**src/rtl/qwb_pkg.sv**
```systemverilog
// Package: shared encodings for the quad wiper register bank.
// Assumes a two-bit operation field on the register-access port.
package qwb_pkg;

    // Register-access operation codes
    typedef enum logic [1:0] {
        OP_READ  = 2'd0,
        OP_WRITE = 2'd1,
        OP_LOAD  = 2'd2,
        OP_STORE = 2'd3
    } bus_op_e;

    // Target selector for read and write
    localparam logic TGT_DATA  = 1'b0;
    localparam logic TGT_WIPER = 1'b1;

endpackage

```
**src/rtl/qwb_tap_decode.sv**
```systemverilog
// Module: qwb_tap_decode
// Turns one wiper value into a one-hot tap-switch select.
// Assumes NUM_TAPS equals 2**POS_W, so every value maps to a tap.
module qwb_tap_decode #(
    parameter int POS_W    = 8,
    parameter int NUM_TAPS = 1 << POS_W
) (
    input  logic [POS_W-1:0]    pos,
    output logic [NUM_TAPS-1:0] tap
);

    // One comparator per tap position
    for (genvar t = 0; t < NUM_TAPS; t++) begin : g_tap
        assign tap[t] = (pos == POS_W'(t));
    end

endmodule

```
**src/rtl/qwb_channel.sv**
```systemverilog
// Module: qwb_channel
// Holds one wiper register and its data registers, applies recall,
// bus writes and stepping with fixed priority, and decodes the tap.
// Assumes at most one of the write enables is high per cycle from the bus.
module qwb_channel #(
    parameter int POS_W     = 8,
    parameter int NUM_DR    = 4,
    parameter int CH_IDX    = 0,
    parameter int DR_BASE   = 64,
    parameter int CH_STRIDE = 16,
    localparam int DR_W     = (NUM_DR > 1) ? $clog2(NUM_DR) : 1,
    localparam int NUM_TAPS = 1 << POS_W
) (
    input  logic                clk,
    input  logic                rst_n,
    input  logic                recall,
    input  logic                wcr_wr_en,
    input  logic [POS_W-1:0]    wcr_wr_data,
    input  logic                step_en,
    input  logic                step_up,
    input  logic                dr_wr_en,
    input  logic [DR_W-1:0]     dr_idx,
    input  logic [POS_W-1:0]    dr_wr_data,
    output logic [POS_W-1:0]    wcr,
    output logic [POS_W-1:0]    dr_rd_data,
    output logic [POS_W-1:0]    dr0,
    output logic [NUM_TAPS-1:0] tap
);

    localparam logic [POS_W-1:0] POS_MAX = '1;

    logic [POS_W-1:0] dr_q [NUM_DR];
    logic [POS_W-1:0] wcr_d;

    // Next wiper value: recall, then bus, then saturating step
    always_comb begin
        wcr_d = wcr;
        if (recall) begin
            wcr_d = dr_q[0];
        end else if (wcr_wr_en) begin
            wcr_d = wcr_wr_data;
        end else if (step_en) begin
            if (step_up && wcr != POS_MAX) begin
                wcr_d = wcr + 1'b1;
            end else if (!step_up && wcr != '0) begin
                wcr_d = wcr - 1'b1;
            end
        end
    end

    // Wiper register
    always_ff @(posedge clk) begin
        if (!rst_n) begin
            wcr <= '0;
        end else begin
            wcr <= wcr_d;
        end
    end

    // Data registers with a per-channel power-up pattern
    always_ff @(posedge clk) begin
        for (int i = 0; i < NUM_DR; i++) begin
            if (!rst_n) begin
                dr_q[i] <= POS_W'(DR_BASE + CH_IDX * CH_STRIDE + i);
            end else if (dr_wr_en && dr_idx == DR_W'(i)) begin
                dr_q[i] <= dr_wr_data;
            end
        end
    end

    // Read port and recall source
    assign dr_rd_data = dr_q[dr_idx];
    assign dr0        = dr_q[0];

    qwb_tap_decode #(
        .POS_W    (POS_W),
        .NUM_TAPS (NUM_TAPS)
    ) u_dec (
        .pos (wcr),
        .tap (tap)
    );

endmodule

```
**src/rtl/qwb_updown.sv**
```systemverilog
// Module: qwb_updown
// Stepper port: captures the channel on chip-select rise and emits
// a one-hot step enable on each rising step edge while selected.
// Assumes the inputs are already synchronous to clk.
module qwb_updown #(
    parameter int NUM_CH = 4,
    localparam int CH_W  = (NUM_CH > 1) ? $clog2(NUM_CH) : 1
) (
    input  logic              clk,
    input  logic              rst_n,
    input  logic              ready,
    input  logic              cs,
    input  logic [CH_W-1:0]   sel,
    input  logic              step,
    output logic [NUM_CH-1:0] step_en
);

    logic            cs_q;
    logic            step_q;
    logic [CH_W-1:0] ch_q;
    logic            cs_rise;
    logic [CH_W-1:0] cur_ch;
    logic            fire;

    // Edge detection and channel choice
    always_comb begin
        cs_rise = cs && !cs_q;
        cur_ch  = cs_rise ? sel : ch_q;
        fire    = ready && cs && step && !step_q;
        step_en = fire ? (NUM_CH'(1) << cur_ch) : '0;
    end

    // History of strobes and the latched channel
    always_ff @(posedge clk) begin
        if (!rst_n) begin
            cs_q   <= 1'b0;
            step_q <= 1'b0;
            ch_q   <= '0;
        end else begin
            cs_q   <= cs;
            step_q <= step;
            if (cs_rise) begin
                ch_q <= sel;
            end
        end
    end

endmodule

```
**src/rtl/qwb_bus_ctrl.sv**
```systemverilog
// Module: qwb_bus_ctrl
// Decodes one register-access request per cycle into per-channel
// write enables, and registers read data and completion pulses.
// Assumes requests are only acted on when ready is high.
module qwb_bus_ctrl
    import qwb_pkg::*;
#(
    parameter int NUM_CH = 4,
    parameter int POS_W  = 8,
    parameter int NUM_DR = 4,
    localparam int CH_W  = (NUM_CH > 1) ? $clog2(NUM_CH) : 1,
    localparam int DR_W  = (NUM_DR > 1) ? $clog2(NUM_DR) : 1
) (
    input  logic                    clk,
    input  logic                    rst_n,
    input  logic                    ready,
    input  logic                    req,
    input  logic [1:0]              op,
    input  logic                    tgt,
    input  logic [CH_W-1:0]         ch,
    input  logic                    wp,
    input  logic [POS_W-1:0]        wdata,
    input  logic [NUM_CH*POS_W-1:0] wcr_flat,
    input  logic [NUM_CH*POS_W-1:0] dr_rd_flat,
    output logic [NUM_CH-1:0]       wcr_wr_en,
    output logic [POS_W-1:0]        wcr_wr_data,
    output logic [NUM_CH-1:0]       dr_wr_en,
    output logic [POS_W-1:0]        dr_wr_data,
    output logic [POS_W-1:0]        rdata,
    output logic                    rvalid,
    output logic                    done
);

    bus_op_e          op_e;
    logic             acc;
    logic [NUM_CH-1:0] ch_hot;
    logic [POS_W-1:0] sel_wcr;
    logic [POS_W-1:0] sel_dr;
    logic             do_wcr;
    logic             do_dr;

    // Request decode into shared data and one-hot enables
    always_comb begin
        op_e    = bus_op_e'(op);
        acc     = ready && req;
        ch_hot  = NUM_CH'(1) << ch;
        sel_wcr = wcr_flat[ch*POS_W +: POS_W];
        sel_dr  = dr_rd_flat[ch*POS_W +: POS_W];
        do_wcr  = acc && ((op_e == OP_WRITE && tgt == TGT_WIPER) || op_e == OP_LOAD);
        do_dr   = acc && !wp &&
                  ((op_e == OP_WRITE && tgt == TGT_DATA) || op_e == OP_STORE);
        wcr_wr_en   = do_wcr ? ch_hot : '0;
        wcr_wr_data = (op_e == OP_LOAD) ? sel_dr : wdata;
        dr_wr_en    = do_dr ? ch_hot : '0;
        dr_wr_data  = (op_e == OP_STORE) ? sel_wcr : wdata;
    end

    // Registered read data and completion pulses
    always_ff @(posedge clk) begin
        if (!rst_n) begin
            rdata  <= '0;
            rvalid <= 1'b0;
            done   <= 1'b0;
        end else begin
            rvalid <= acc && op_e == OP_READ;
            done   <= acc && (op_e == OP_LOAD || op_e == OP_STORE);
            if (acc && op_e == OP_READ) begin
                rdata <= (tgt == TGT_WIPER) ? sel_wcr : sel_dr;
            end
        end
    end

    // Silence unused-width slack when DR_W is only used by the top
    localparam int UNUSED_DR_W = DR_W;

endmodule

```
**src/rtl/quad_wiper_bank.sv**
```systemverilog
// Module: quad_wiper_bank
// Top of the quad wiper register bank: four channels, a register-access
// port, a stepper port and recall of data register 0 after reset.
// Assumes all inputs are synchronous to clk.
module quad_wiper_bank #(
    parameter int NUM_CH    = 4,
    parameter int POS_W     = 8,
    parameter int NUM_DR    = 4,
    parameter int DR_BASE   = 64,
    parameter int CH_STRIDE = 16,
    localparam int CH_W     = (NUM_CH > 1) ? $clog2(NUM_CH) : 1,
    localparam int DR_W     = (NUM_DR > 1) ? $clog2(NUM_DR) : 1,
    localparam int NUM_TAPS = 1 << POS_W
) (
    input  logic                       clk,
    input  logic                       rst_n,
    input  logic                       bus_req,
    input  logic [1:0]                 bus_op,
    input  logic                       bus_tgt,
    input  logic [CH_W-1:0]            bus_ch,
    input  logic [DR_W-1:0]            bus_dr,
    input  logic [POS_W-1:0]           bus_wdata,
    input  logic                       wp,
    input  logic                       ud_cs,
    input  logic [CH_W-1:0]            ud_sel,
    input  logic                       ud_dir,
    input  logic                       ud_step,
    output logic [POS_W-1:0]           bus_rdata,
    output logic                       bus_rvalid,
    output logic                       xfer_done,
    output logic                       ready,
    output logic [NUM_CH*POS_W-1:0]    wiper_pos,
    output logic [NUM_CH*NUM_TAPS-1:0] tap_sel
);

    logic                    recall_pend;
    logic [NUM_CH-1:0]       wcr_hit;
    logic [POS_W-1:0]        wcr_wr_data;
    logic [NUM_CH-1:0]       dr_wr_en;
    logic [POS_W-1:0]        dr_wr_data;
    logic [NUM_CH-1:0]       step_en;
    logic [NUM_CH*POS_W-1:0] dr_rd_flat;
    logic [NUM_CH*POS_W-1:0] dr0_flat;

    // Recall sequencing: one cycle after reset, then ready
    always_ff @(posedge clk) begin
        if (!rst_n) begin
            recall_pend <= 1'b1;
        end else begin
            recall_pend <= 1'b0;
        end
    end

    assign ready = !recall_pend;

    qwb_bus_ctrl #(
        .NUM_CH (NUM_CH),
        .POS_W  (POS_W),
        .NUM_DR (NUM_DR)
    ) u_bus (
        .clk         (clk),
        .rst_n       (rst_n),
        .ready       (ready),
        .req         (bus_req),
        .op          (bus_op),
        .tgt         (bus_tgt),
        .ch          (bus_ch),
        .wp          (wp),
        .wdata       (bus_wdata),
        .wcr_flat    (wiper_pos),
        .dr_rd_flat  (dr_rd_flat),
        .wcr_wr_en   (wcr_hit),
        .wcr_wr_data (wcr_wr_data),
        .dr_wr_en    (dr_wr_en),
        .dr_wr_data  (dr_wr_data),
        .rdata       (bus_rdata),
        .rvalid      (bus_rvalid),
        .done        (xfer_done)
    );

    qwb_updown #(
        .NUM_CH (NUM_CH)
    ) u_ud (
        .clk     (clk),
        .rst_n   (rst_n),
        .ready   (ready),
        .cs      (ud_cs),
        .sel     (ud_sel),
        .step    (ud_step),
        .step_en (step_en)
    );

    // One channel instance per potentiometer
    for (genvar c = 0; c < NUM_CH; c++) begin : g_ch
        qwb_channel #(
            .POS_W     (POS_W),
            .NUM_DR    (NUM_DR),
            .CH_IDX    (c),
            .DR_BASE   (DR_BASE),
            .CH_STRIDE (CH_STRIDE)
        ) u_ch (
            .clk         (clk),
            .rst_n       (rst_n),
            .recall      (recall_pend),
            .wcr_wr_en   (wcr_hit[c]),
            .wcr_wr_data (wcr_wr_data),
            .step_en     (step_en[c]),
            .step_up     (ud_dir),
            .dr_wr_en    (dr_wr_en[c]),
            .dr_idx      (bus_dr),
            .dr_wr_data  (dr_wr_data),
            .wcr         (wiper_pos[c*POS_W +: POS_W]),
            .dr_rd_data  (dr_rd_flat[c*POS_W +: POS_W]),
            .dr0         (dr0_flat[c*POS_W +: POS_W]),
            .tap         (tap_sel[c*NUM_TAPS +: NUM_TAPS])
        );
    end

endmodule

```
**config.mk**
```make
export PLATFORM = sky130hd
export DESIGN_NAME = quad_wiper_bank
export DESIGN_NICKNAME = d
export VERILOG_FILES = /design/src/rtl/qwb_pkg.sv /design/src/rtl/qwb_tap_decode.sv /design/src/rtl/qwb_channel.sv /design/src/rtl/qwb_updown.sv /design/src/rtl/qwb_bus_ctrl.sv /design/src/rtl/quad_wiper_bank.sv
export SDC_FILE = /design/constraint.sdc
export NUM_CORES = 1
export LEC_CHECK = 0
export CORE_AREA = 3 3 422 424
export DETAILED_ROUTE_END_ITERATION = 16
export DIE_AREA = 0 0 425 427
export PLACE_DENSITY = 0.3
export SETUP_SLACK_MARGIN = 0.02
export SLEW_MARGIN = 20
export SYNTH_ARGS = -nofsm -noshare
export SYNTH_HDL_FRONTEND = slang
export SYNTH_SLANG_ARGS = --single-unit
export TNS_END_PERCENT = 50
```
**constraint.sdc**
```tcl
create_clock -name clk -period 3.65 [get_ports clk]
set_clock_uncertainty 0.2 [all_clocks]
set_input_delay 0.5475 -clock clk [delete_from_list [all_inputs] [get_ports clk]]
set_output_delay 0.5475 -clock clk [all_outputs]
set_load 0.05 [all_outputs]
```
[Word-level counts from Yosys, hierarchy flattened]
Memory sizes are Yosys's and may differ from the RTL's.
Index checks and enable logic that the tools add are counted.
Word-level totals
  register bits: 47
  memory bits (writable): 128
  input bits: 24
  output and inout port bits: 1067
  word-level logic and storage cells: 1232
  memories: 4
Cells by class
  $add $sub $neg: 8
  eq/ne operators: 1030
  shift-type cells: 4
  multiplexer cells: 92
  bitwise logic cells: 17
  reduce and logical (&&, ||, !) cells: 66
Memories
  g_ch[0].u_ch.dr_q: depth 4, bits a word 8, rd ports 2, clocked after memory_dff 0, write ports 4, RTL line qwb_channel.sv:32  | logic [POS_W-1:0] dr_q [NUM_DR];
  g_ch[1].u_ch.dr_q: depth 4, bits a word 8, rd ports 2, clocked after memory_dff 0, write ports 4, RTL line qwb_channel.sv:32
  g_ch[2].u_ch.dr_q: depth 4, bits a word 8, rd ports 2, clocked after memory_dff 0, write ports 4, RTL line qwb_channel.sv:32
  g_ch[3].u_ch.dr_q: depth 4, bits a word 8, rd ports 2, clocked after memory_dff 0, write ports 4, RTL line qwb_channel.sv:32
Operators with widths (count)
  == test 8 bit (second input constant): 512
  == test 8 x 7 -> 1 bit (second input constant): 256
  == test 8 x 6 -> 1 bit (second input constant): 128
  == test 8 x 5 -> 1 bit (second input constant): 64
  two-way mux 8 bit: 39
  == test 8 x 4 -> 1 bit (second input constant): 32
  == test 8 x 3 -> 1 bit (second input constant): 16
  == test 8 x 2 -> 1 bit (second input constant): 8
  variable part select 32 x 6 -> 8 bit: 2
  two-way mux 1 bit: 49
  logical AND 1 bit: 36
  adder 8 x 1 -> 8 bit (second input constant): 4
  == test 8 x 1 -> 1 bit (second input constant): 4
  logical NOT 8 bit: 4
  inequality test 8 bit (second input constant): 4
  nonzero test 8 bit: 4
  subtractor 8 x 1 -> 8 bit (second input constant): 4
  OR 1 bit: 16
  nonzero test 4 bit: 4
  two-way mux 4 bit: 3
  nonzero test 3 bit: 4
  == test 2 bit (second input constant): 4
  AND reduction 2 bit: 4
  << shifter 1 x 2 -> 4 bit (first input constant): 2
  other kinds (6): 14

[Depth between registers and ports, before layout]
Gate-level depths: netlist (run 1).
  depth in word-level cells: 10
  mapped depth: 9
  mapped depth without buffers: 8

[By module]
A second synthesis (run 1) with hierarchy kept.
Unflattened totals
  cells, all modules: 2379
  area total of the unflattened synthesis: 17849.6 µm²
By module, submodules not included
  qwb_tap_decode: instances 4, cells each 350, area each 1800.5 µm², seq. area each 0.0 µm²
  qwb_channel (g_ch[2].u_ch): instances 1, cells each 201, area each 2287.2 µm², seq. area each 1121.1 µm²
  qwb_channel (g_ch[3].u_ch): instances 1, cells each 196, area each 2240.9 µm², seq. area each 1121.1 µm²
  qwb_channel (g_ch[1].u_ch): instances 1, cells each 193, area each 2232.1 µm², seq. area each 1121.1 µm²
  qwb_channel (g_ch[0].u_ch): instances 1, cells each 192, area each 2208.4 µm², seq. area each 1121.1 µm²
  qwb_bus_ctrl: instances 1, cells each 166, area each 1426.4 µm², seq. area each 200.2 µm²
  qwb_updown: instances 1, cells each 28, area each 225.2 µm², seq. area each 80.1 µm²
  quad_wiper_bank: instances 1, cells each 3, area each 27.5 µm², seq. area each 20.0 µm²

[Least setup slack after synthesis (run 1)]
OpenSTA, ideal clock, no wires.
  kind: reg-to-reg
  from: register g_ch[0].u_ch.wcr[1]
  to: register g_ch[0].u_ch.wcr[2]
  library setup time: 117 ps
  data arrival time: 2948 ps
  required time: 3333 ps
  slack: 385 ps
  stages on the path, launching flop included: 9
  buffers on the path: 1
  path through: dfxtp_1 ha_1 nand3_1 buf_2 nor2_1 a211oi_2 a21oi_2 nor2_1 a32o_1
On the way
  longest elaborated chain between the ends: 6
Ends and longest elaborated chain
  from (decl): RTL line qwb_channel.sv:24  | output logic [POS_W-1:0] wcr,
  from (signal assigned): RTL line qwb_channel.sv:56  | wcr <= wcr_d;
  subtractor 8 x 1 -> 8 bit or inequality test 8 bit (tied branches): RTL line qwb_channel.sv:46, qwb_channel.sv:43
  two-way mux 8 bit or logical AND 1 bit (tied branches): RTL line qwb_channel.sv:45, qwb_channel.sv:43
  two-way mux 8 bit: RTL line qwb_channel.sv:43  | if (step_up && wcr != POS_MAX) begin
  two-way mux 8 bit: RTL line qwb_channel.sv:42  | end else if (step_en) begin
  two-way mux 8 bit: RTL line qwb_channel.sv:40  | end else if (wcr_wr_en) begin
  two-way mux 8 bit: RTL line qwb_channel.sv:38  | if (recall) begin
Parallel ways exist; a longest one is shown, timed or not. The select of a mux whose other input is x is not followed.
A chain may end at the register's enable or synchronous reset.

[Final worst setup path (run 1)]
  from: register g_ch[2].u_ch.wcr[6]
  to: output port tap_sel[634]
On the way
  longest elaborated chain between the ends: 1
Ends and longest elaborated chain
  from (decl): RTL line qwb_channel.sv:24
  from (signal assigned): RTL line qwb_channel.sv:56
  == test 8 x 7 -> 1 bit: RTL line qwb_tap_decode.sv:14  | assign tap[t] = (pos == POS_W'(t));
  to (decl): RTL line quad_wiper_bank.sv:33  | output logic [NUM_CH*NUM_TAPS-1:0] tap_sel
Every way passes these cells.

==> flow_summary.json, run 1 <==
{
  "rsz0062_at_grt": "no",
  "period_share_pct": 95.6,
  "yosysSeqAreaShare_pct": 31.5,
  "synth_edf_count": 128,
  "holdCritPathClass": "in2reg",
  "avgSynthCellArea_um2": 6.54,
  "synthesis.nets": 2365,
  "worst_pin_slew_ns": 0.984,
  "clk_pin_slew_ns": 0.07,
  "rows": 153,
  "crit_arrival_ns": 2.74,
  "drive_gt1_share_pct": 39.2,
  "viasPerCell": 3.69,
  "p_total_w": 0.00616,
  "cts-root-buf": "clkbuf_16",
  "grt_usage_pct": 17.4,
  "overflow": 0,
  "drcViolationCount": 0,
  "grt_pass1_vias": 20844,
  "r2r_cells": 6,
  "drt-initial-drc-count": 1498,
  "initial_core_util_pct": 8.72,
  "synthCells": 2322,
  "cts_buffer_depth": 2,
  "numCtsBuffers": 17,
  "layout_commonest_cell": "nor2_1",
  "max_freq_ghz": 0.287,
  "yosysTopAreaCellShare_pct": 29.0,
  "post_cts_buffers": 0,
  "ant_nets": 0,
  "layout_min_cycle_time_ns": 3.49,
  "yosysWarnings": 0,
  "path_depth": 4,
  "fp.dieArea_um2": 181000,
  "firstDrtPassIters": 5,
  "wl_mm": 168,
  "tns_ns": 0,
  "antenna_found_initial": 25,
  "ys_ff_latch": 175,
  "crit_buf_inv": 1,
  "synthTopCellsByArea": "nor2_1, edfxtp_1, dfxtp_1",
  "start_kind": "flip-flop",
  "fp.dieW_um": 425,
  "synth.largest_area_cell": "nor2_1",
  "drv_slew": 0,
  "cp-end-kind": "output port",
  "hold_viol": 0,
  "cp_top_family": "simple AND/OR/NAND/NOR gates",
  "die_h_um": 427,
  "synth_area_um2": 15200,
  "p_per_area_nw_per_um2": 153,
  "layout_common_cells": "nor2_1, buf_12, buf_4, nand2_1, edfxtp_1",
  "p_leak_nw": 14.0,
  "synth_flop_cell": "edfxtp_1",
  "critPathMaxFanout": 16,
  "insertion_delay_ns": 0.46,
  "hold-path-cell-count": 3,
  "htreeDepth": 4,
  "crit_type": "reg2out",
  "setup_violations": 0,
  "grt_pass1_wl_mm": 216,
  "required_ns": 2.90,
  "core_um2": 174000,
  "status": "completed",
  "fin_cells": 5784,
  "clock_sinks": 175,
  "post_cts_resized": 0,
  "maxCapViolations": 0,
  "irDropWorstVdd_mv": 0.222,
  "syn_to_final_growth_pct": 165,
  "gp_congestion": 0.846,
  "routed-via-count": 21371,
  "hold_buffers": 0,
  "place_inst": 5740,
  "ios": 1091,
  "dp_hpwl_mm": 138,
  "synth_cell_types": 82,
  "cp_slowest_stage_delay_ns": 0.77,
  "synth-async-reset-ratio_pct": 0,
  "post_drt_wl_per_cell_um": 29.1,
  "grt_max_degree": 29,
  "nets": 3477,
  "critical-path-slowest-cell": "dfxtp_1",
  "numPortBuffers": 1090,
  "crit_chain": "nor2b_1 > nand3_1 > nor2_1 > buf_12",
  "relSlewSlack_pct": 34.2,
  "cts_tree": "built"
}
-- per-layer routing --
| metal | vias to the layer above | routed length, µm | GRT usage (%) |
|---|---|---|---|
| li1 | 9861 | - | - |
| met1 | 10687 | 66800 | 20.6 |
| met2 | 756 | 90200 | 32.9 |
| met3 | 63 | 9560 | 3.47 |
| met4 | 4 | 1670 | 2.22 |
| met5 | - | 18 | 0 |
-- tightest hold or removal path: cells and delay by family --
kind / cells / cell delay [ns]
compound gates: 1 / 0.06
buf+inv: 1 / 0.19
simple gates: 1 / 0.09
-- sequential cells by signal (all words and copies together) (netlist names) --
register	cells
g_ch.u_ch.dr_q	128
g_ch.u_ch.wcr	32
recall_pend	1
u_bus.done	1
u_bus.rdata	8
u_bus.rvalid	1
u_ud.ch_q	2
u_ud.cs_q	1
u_ud.step_q	1
-- power by group --
group          internal (W)  switching [W]  total, W
registers           0.00219      0.0000929   0.00228
logic              0.000578        0.00134   0.00192
clock network      0.000992       0.000963   0.00195
-- synth_stat cells, types with 9 or more instances --
cell type  count
a211oi_1      12
mux2i_1       31
nand2b_1      14
buf_2         25
clkbuf_1     171
a21oi_1       46
edfxtp_1     128
nor3_1        15
mux4_2        32
nor2_1      1173
nand4_1        9
o21ai_0       63
nor2b_1       29
dfxtp_1       47
nand3_1       73
ha_1          19
and2_1        11
mux2_2        14
a22oi_1       14
nand2_1      199
a31oi_1       10
inv_1         22
-- stage by stage --
step / util (%) / area, µm² / hold slack [ns] / worst slack [ns]
floorplan: - / 15200 / 0.271 / 0.385
global placement: 22.8 / 39600 / 0.337 / 0.0688
detailed placement: 22.8 / 39600 / 0.343 / 0.0637
CTS: 23.1 / 40300 / 0.280 / 0.128
global route: 23.1 / 40300 / 0.281 / 0.0242
finish: 23.1 / 40300 / 0.292 / 0.162
-- kinds of logic (layout without fill, tap and decap cells) --
group,after synthesis,in the layout,share of synthesized area [%]
other cells,0,12,0
fa+ha+maj,19,19,1.56
xor+xnor,8,8,0.461
buf+inv,236,1361,6.24
flops,175,175,31.5
mux,77,77,7.82
simple gates,1574,1574,42.0
compound gates,233,233,10.4
-- final cells by class --
type	count	area (µm²)
flip-flops and latches	175	4780
repair buffers	1306	22400
well taps	2325	2910
clock inverters	15	181
diodes	12	30.0
inverters	23	86.3
clock buffers	17	425
multi-input cells	1911	9490
fillers	18697	134000
-- worst paths after layout --
path	startpoint	to	slack, ns
worst min register to register	u_bus.rdata[7]$_SDFFE_PN0P_	u_bus.rdata[7]$_SDFFE_PN0P_	0.35
worst min-delay path	rst_n	g_ch[2].u_ch.wcr[2]$_SDFFE_PN0P_	0.29
worst max register to register	g_ch[0].u_ch.wcr[3]$_SDFFE_PN0P_	g_ch[0].u_ch.wcr[7]$_SDFFE_PN0P_	0.62
worst max-delay path	g_ch[2].u_ch.wcr[6]$_SDFFE_PN0P_	tap_sel[634]	0.16
No activity file was read; power rests on OpenSTA's default activity.
==> run 2, diff against run 1 <==
SLEW_MARGIN = not set   (was 20)
==> results of run 2 <==
Same layout as run 1: the final DEF is identical, and so are final timing and power.
